--- src/rtl/pwr_mode_pkg.sv ---
package pwr_mode_pkg;

    typedef enum logic [1:0] {
        PM_AWAKE = 2'd0,
        PM_LIGHT = 2'd1,
        PM_DEEP  = 2'd2
    } pm_state_t;

    typedef struct packed {
        logic osc;
        logic pump;
        logic rxmon;
    } pm_rails_t;

    function automatic pm_rails_t pm_rails(input pm_state_t s);
        pm_rails_t r;
        r.osc   = (s == PM_AWAKE);
        r.pump  = (s != PM_DEEP);
        r.rxmon = 1'b1;
        return r;
    endfunction

endpackage

--- src/rtl/pm_sequencer.sv ---
module pm_sequencer
    import pwr_mode_pkg::*;
(
    input  logic      clk,
    input  logic      rst,
    input  logic      sleep_req,
    input  logic      quiet,
    input  logic      settled,
    input  logic      wake_evt,
    input  logic      autosleep,
    output pm_state_t state,
    output logic      leave_any,
    output logic      leave_deep
);
    pm_state_t nxt;

    always_comb begin
        nxt = state;
        unique case (state)
            PM_AWAKE: if (sleep_req && quiet && settled && !wake_evt) nxt = PM_LIGHT;
            PM_LIGHT: begin
                if (wake_evt)       nxt = PM_AWAKE;
                else if (autosleep) nxt = PM_DEEP;
            end
            PM_DEEP:  if (wake_evt) nxt = PM_AWAKE;
            default:  nxt = PM_AWAKE;
        endcase
    end

    assign leave_any  = (state != PM_AWAKE) && wake_evt;
    assign leave_deep = (state == PM_DEEP) && wake_evt;

    always_ff @(posedge clk) begin
        if (rst) state <= PM_AWAKE;
        else     state <= nxt;
    end
endmodule

--- src/rtl/pm_settle_timer.sv ---
module pm_settle_timer #(
    parameter int unsigned WAKE_TICKS = 45
) (
    input  logic clk,
    input  logic rst,
    input  logic load,
    input  logic tick,
    output logic settled
);
    localparam int unsigned CW = $clog2(WAKE_TICKS + 1);
    localparam logic [CW-1:0] LOAD_VAL = CW'(WAKE_TICKS);

    logic [CW-1:0] cnt;

    always_ff @(posedge clk) begin
        if (rst)                   cnt <= '0;
        else if (load)             cnt <= LOAD_VAL;
        else if (tick && cnt != 0) cnt <= cnt - 1'b1;
    end

    assign settled = (cnt == '0);
endmodule

--- src/rtl/pm_wake_flag.sv ---
module pm_wake_flag (
    input  logic clk,
    input  logic rst,
    input  logic set,
    input  logic clr,
    output logic flag
);
    always_ff @(posedge clk) begin
        if (rst)      flag <= 1'b0;
        else if (set) flag <= 1'b1;
        else if (clr) flag <= 1'b0;
    end
endmodule

--- src/rtl/pwr_mode_ctrl.sv ---
module pwr_mode_ctrl
    import pwr_mode_pkg::*;
#(
    parameter int unsigned WAKE_TICKS = 45
) (
    input  logic       clk,
    input  logic       rst,
    input  logic       tick,
    input  logic       sw_sleep,
    input  logic       hw_sleep,
    input  logic       autosleep,
    input  logic       tx_idle,
    input  logic       rx_idle,
    input  logic       irq_pending,
    input  logic       rx_activity,
    input  logic       bus_access,
    input  logic       isr_read,
    output logic       osc_en,
    output logic       pump_en,
    output logic       rx_mon_en,
    output logic       wake_irq,
    output logic       ready,
    output logic [1:0] pm_state
);
    pm_state_t state;
    pm_rails_t rails;
    logic      leave_any, leave_deep, settled, wake_evt, quiet;

    assign wake_evt = rx_activity | bus_access;
    assign quiet    = tx_idle & rx_idle & ~irq_pending & ~wake_irq;

    pm_sequencer u_seq (
        .clk        (clk),
        .rst        (rst),
        .sleep_req  (sw_sleep | hw_sleep),
        .quiet      (quiet),
        .settled    (settled),
        .wake_evt   (wake_evt),
        .autosleep  (autosleep),
        .state      (state),
        .leave_any  (leave_any),
        .leave_deep (leave_deep)
    );

    pm_settle_timer #(.WAKE_TICKS(WAKE_TICKS)) u_tmr (
        .clk     (clk),
        .rst     (rst),
        .load    (leave_deep),
        .tick    (tick),
        .settled (settled)
    );

    pm_wake_flag u_flag (
        .clk  (clk),
        .rst  (rst),
        .set  (leave_any),
        .clr  (isr_read),
        .flag (wake_irq)
    );

    assign rails     = pm_rails(state);
    assign osc_en    = rails.osc;
    assign pump_en   = rails.pump;
    assign rx_mon_en = rails.rxmon;
    assign ready     = (state == PM_AWAKE) && settled;
    assign pm_state  = state;
endmodule

--- config.mk ---
export PLATFORM = sky130hd
export DESIGN_NAME = pwr_mode_ctrl
export DESIGN_NICKNAME = d
export VERILOG_FILES = /design/src/rtl/pwr_mode_pkg.sv /design/src/rtl/pm_sequencer.sv /design/src/rtl/pm_settle_timer.sv /design/src/rtl/pm_wake_flag.sv /design/src/rtl/pwr_mode_ctrl.sv
export SDC_FILE = /design/constraint.sdc
export NUM_CORES = 1
export LEC_CHECK = 0
export BUFFER_PORTS_ARGS = -buffer_cell sky130_fd_sc_hd__buf_4
export CAP_MARGIN = 20
export CORE_AREA = 4 4 41 43
export CTS_CLUSTER_DIAMETER = 120
export DETAILED_ROUTE_END_ITERATION = 16
export DIE_AREA = 0 0 45 47
export PLACE_DENSITY = 0.6
export SYNTH_ARGS = -nofsm -noshare
export SYNTH_HDL_FRONTEND = slang
export SYNTH_SLANG_ARGS = --single-unit
export TNS_END_PERCENT = 20
--- constraint.sdc ---
create_clock -name clk -period 3.52 [get_ports clk]
set_input_delay 0.352 -clock clk [delete_from_list [all_inputs] [get_ports clk]]
set_output_delay 0.352 -clock clk [all_outputs]
set_load 0.01 [all_outputs]
; Yosys cells after proc, flatten, opt, wreduce, memory -nomap -nowiden
; Cells that the tools add are included.
[classes]
add_sub_neg = 1
eq_ne = 6
n_mux = 9
bitwise_logic = 7
reduce_logical = 16
[op_table]
columns = operator, n
row1 = 6-bit two-way mux, 2
row2 = 2-bit two-way mux, 4
row3 = 1-bit logical AND, 7
row4 = 6-bit logical NOT, 1
row5 = 2-bit one-hot mux with 3 select lines, 1
row6 = 2-bit nonzero test, 3
row7 = 6-bit nonzero test, 1
row8 = 6-bit by 1-bit subtractor with 6-bit output (second input constant), 1
row9 = 2-bit by 1-bit != test with 1-bit output (second input constant), 2
row10 = 1-bit bitwise AND, 3
row11 = 3-bit by 2-bit != test with 1-bit output (second input constant), 1
row12 = 3-bit AND reduction, 1
row13 = 2-bit by 1-bit equality test with 1-bit output (second input constant), 1
row14 = 2-bit equality test (second input constant), 1
row15 = 2-bit logical NOT, 1
row16 = 1-bit two-way mux, 2
row17 = 2-bit != test (second input constant), 1
row18 = 1-bit NOT, 2
row19 = 1-bit OR, 2
row20 = 2-bit OR reduction, 1
row21 = 1-bit logical NOT, 1
[word_totals]
register_bits = 9
input_bits = 12
out_inout_bits = 7
word_cells = 43

; Logic depth before layout (Yosys ltp)
[depth]
word_depth = 8
depth_mapped = 6
depth_no_buf = 6

; By module
; From an unflattened synthesis, not the netlist that was laid out.
[hier_totals]
cells_unflattened = 66
hier_area_um2 = 576.8
[by_module_without_submodules]
columns = mod, instances, cells_per_inst, area_per_inst_um2, seq_area_each_um2
row1 = pm_settle_timer, 1, 42, 360.3, 120.1
row2 = pm_sequencer, 1, 12, 123.9, 40.0
row3 = pwr_mode_ctrl, 1, 8, 53.8, 0.0
row4 = pm_wake_flag, 1, 4, 38.8, 20.0

; Least setup slack after synthesis
; No wires, ideal clock.
[synth_path]
path_type = register to register
from = reg u_tmr.cnt[0]
to = reg u_seq.state[0]
setup_ps = 70
arrival_ps = 1305
t_required_ps = 3450
setup_slack_ps = 2145
stages_incl_launch_ff = 6
path_buffers = 0
synth_period_minus_slack_ps = 1375
cell_sequence = dfxtp_1 > inv_1 > ha_1 > nand3b_4 > or4_1 > a21oi_1
[synth_via]
elab_chain_cells = 5
[synth_rtl]
columns = item, line
row1 = from (decl), pm_settle_timer.sv:13  ; logic [CW-1:0] cnt;
row2 = from (signal assigned), pm_settle_timer.sv:18  ; else if (tick && cnt != 0) cnt <= cnt - 1'b1;
row3 = 6-bit logical NOT, pm_settle_timer.sv:21  ; assign settled = (cnt == '0);
row4 = 1-bit logical AND (2 in a row), pm_sequencer.sv:20  ; PM_AWAKE: if (sleep_req && quiet && settled && !wake_evt) nxt = PM_LIGHT;
row5 = 2-bit by 1-bit != test with 1-bit output (no source line), n/a
row6 = 3-bit AND reduction (no source line), n/a
row7 = to (signal assigned), pm_sequencer.sv:35  ; else state <= nxt;
row8 = to (decl), pm_sequencer.sv:11  ; output pm_state_t state,
; Every way passes these cells.
; A chain may end at the register's enable or synchronous reset.

; Worst setup path after layout
[layout_path]
from = reg u_tmr.cnt[0]
to = out ready
[layout_via]
elab_chain_cells = 2
[layout_rtl]
columns = item, line
row1 = 6-bit logical NOT, pm_settle_timer.sv:21
row2 = 1-bit logical AND, pwr_mode_ctrl.sv:65  ; assign ready = (state == PM_AWAKE) && settled;
row3 = to (decl), pwr_mode_ctrl.sv:22  ; output logic ready,
; Every way passes these cells.

==> flow_metrics.tcl <==
set metrics [dict create \
    outcome "finished clean" \
    synthAdderAreaFrac_pct 2.55 \
    synth_edf_count 0 \
    dieWidth_um 45 \
    via_count 477 \
    finalSetupViolations 0 \
    preCtsSetupSlack_ns 2.06 \
    cts_setup_buffers 0 \
    power_leakage_uw 0.000282 \
    cts.hold.buffers_added 0 \
    wl_met3_um 42 \
    wirelength_um 1180 \
    r2r_cells 5 \
    area_growth_pct 32.7 \
    syn-cell-area_sq_um 490 \
    rsz0062_at_grt "false" \
    hold_start "bus_access" \
    drtPass1Iterations 2 \
    drt_iter0_markers 3 \
    drive_gt1_share_pct 28.6 \
    drt-wirelength-per-cell_um 12.8 \
    arrival_ns 1.33 \
    cts_buffers 3 \
    cp-end-kind "output pin" \
    grt_pass1_wl_um 1980 \
    synthTopCellsByCount "dfxtp_1, nand2_1, nor2_1" \
    first_global_vias 450 \
    multi_input_area_sq_um 287 \
    cts_resized 0 \
    cts_tree "built" \
    insertion_delay_ns 0.26 \
    ys_seq_area_share_pct 36.7 \
    core_area_sq_mm 0.00130 \
    cts_sinks 9 \
    min_period_ns 1.68 \
    clk_path_buf_depth 2 \
    cp-endpoint "ready" \
    ys_types 26 \
    drt-met1-wl_um 565 \
    antenna_cells 0 \
    yosys_warnings 0 \
    reg2reg_slack_ns 2.05 \
    post-route-drc-count 0 \
    cp_max_fo 8 \
    cts-root-buf "clkbuf_4" \
    ys_top_cells_by_area "dfxtp_1, a21oi_1, mux2i_1" \
    setup_ws_ns 1.84 \
    synth_compound_area_share_pct 15.1 \
    final-max-slew-violation-count 0 \
    yosysTopAreaCellShare_pct 36.7 \
    clkSlewWorstSetupHoldPaths_ns 0.07 \
    hold_class "input pin to register" \
    routed_via_density 5.18 \
    io_pins 19 \
    initial_core_util_pct 37.7 \
    slowest_delay_ns 0.31 \
    critPathSlowestCell "dfxtp_1" \
    grt-ovfl-total 0 \
    synth_top_family_by_area "simple AND/OR/NAND/NOR gates" \
    setup-tns-final_ns 0 \
    critPathKind "register to output pin" \
    synth_ff_type "dfxtp_1" \
    crit_path_start_kind "register" \
    dr_wl_met2_um 572 \
    synth-simple-area-share_pct 36.0 \
    vdd_ir_drop_max_v 0.000469 \
    nNetsFinal 91 \
    die_h_um 47 \
    seqCellArea_sq_um 180 \
    routed.top_layer "met3" \
    syn_inst 58 \
    ys_async_sr_fraction_pct 0 \
    cp-startpoint "u_tmr.cnt[0]" \
    num_rows 13 \
    hold_viol 0 \
    synth_top_cell_by_area "dfxtp_1" \
    cts.htree.levels 1 \
    synth_nets 71 \
    worstPathRequired_ns 3.17 \
    drv_cap 0 \
    muxShareOfSynthArea_pct 4.08 \
    hpwl_um 928 \
    synth_seq_cells 9 \
    synth-xor-area-share_pct 0 \
    dieArea_sq_mm 0.00212 \
    yosysMostFrequentCell "dfxtp_1" \
    r2r_start "u_tmr.cnt[0]" \
    max_clock_freq_mhz 596 \
    ant_nets 0 \
    fill_cells 138 \
    cp_cell_sequence "inv_1 > ha_1 > nand3b_4 > nor3_1 > buf_4" \
    track_usage_pct 12.9 \
    timing.rr.end "u_seq.state[0]" \
    avgSynthCellArea_sq_um 8.46 \
    gp_congestion 0.723 \
    io_buffers 17 \
    antenna_found_initial 0 \
    skew_ns 0.00146 \
    finalCritPeriodShare_pct 47.7 \
    powerDensity_mw_per_mm2 769 \
    grt_max_degree 10 \
]
[per-stage QoR]
| stage | total power (uW) | area (sq um) | util (%) | hold WS (ns) | instances |
|---|---|---|---|---|---|
| final | 500 | 651 | 50.0 | 0.297 | 92 |
| after global routing | 546 | 651 | 50.0 | 0.304 | 92 |
| after CTS | 508 | 651 | 50.0 | 0.287 | 92 |
| after detailed placement | 423 | 624 | 48.0 | 0.490 | 88 |
| after global placement | 421 | 624 | 48.0 | 0.481 | 88 |
| after floorplan | 354 | 490 | - | 0.441 | 58 |
[cell usage in the layout (no fill, tap or decap), drive strengths merged, types with 3 or more instances in the layout]
master | netlist | routed
nor2 | 5 | 5
a31oi | 3 | 3
nand3b | 3 | 3
clkbuf | 1 | 4
nand2b | 3 | 3
buf | 1 | 17
a21oi | 4 | 4
dfxtp | 9 | 9
nor3 | 4 | 4
nand2 | 5 | 5
inv | 3 | 3
nand3 | 3 | 3
[state kept, by name (all words and copies together) (netlist names)]
name	flops
u_tmr.cnt	6
u_seq.state	2
u_flag.flag	1
[where the power goes]
group	switching, uW	internal (uW)
clock	39.3	43.8
combinational	129	130
sequential	28.1	130
total	197	304
[how the worst min path moves through the flow]
stage                     endpoint  slack, ns  depth (start not counted)
floorplan           u_seq.state[1]       0.44                          1
detailed placement     u_flag.flag       0.49                          2
global placement       u_flag.flag       0.48                          2
CTS                 u_seq.state[1]       0.29                          2
global route        u_seq.state[1]       0.30                          2
finish              u_seq.state[1]       0.30                          2
[layer usage]
| layer | vias to the layer above | GRT usage, % |
|---|---|---|
| met5 | - | 0 |
| met4 | 0 | 7.02 |
| met3 | 0 | 2.30 |
| met2 | 7 | 20.6 |
| met1 | 223 | 16.6 |
| li1 | 247 | - |
[final cells by class]
cell class / instances / area share (%)
tap: 15 / 2.88
sequential: 9 / 27.7
clock buffer: 4 / 4.04
multi-input combinational: 44 / 44.0
inverter: 3 / 1.73
timing repair buffer: 17 / 19.6
[critical path, delay by kind of cell, from the launching register on]
family / cells / cell delay (ns)
fa+ha+maj: 1 / 0.24
buf+inv: 2 / 0.24
flops: 1 / 0.31
simple gates: 2 / 0.28
[cell families (layout without fill, tap and decap cells)]
logic type / Yosys count / in the layout
buffers and inverters: 5 / 24
adder cells (fa/ha/maj): 1 / 1
multiplexers: 2 / 2
flip-flops: 9 / 9
other: 1 / 1
AO/OA/AOI/OAI: 12 / 12
AND/OR/NAND/NOR: 28 / 28
Power figures use the tool's default switching activity.
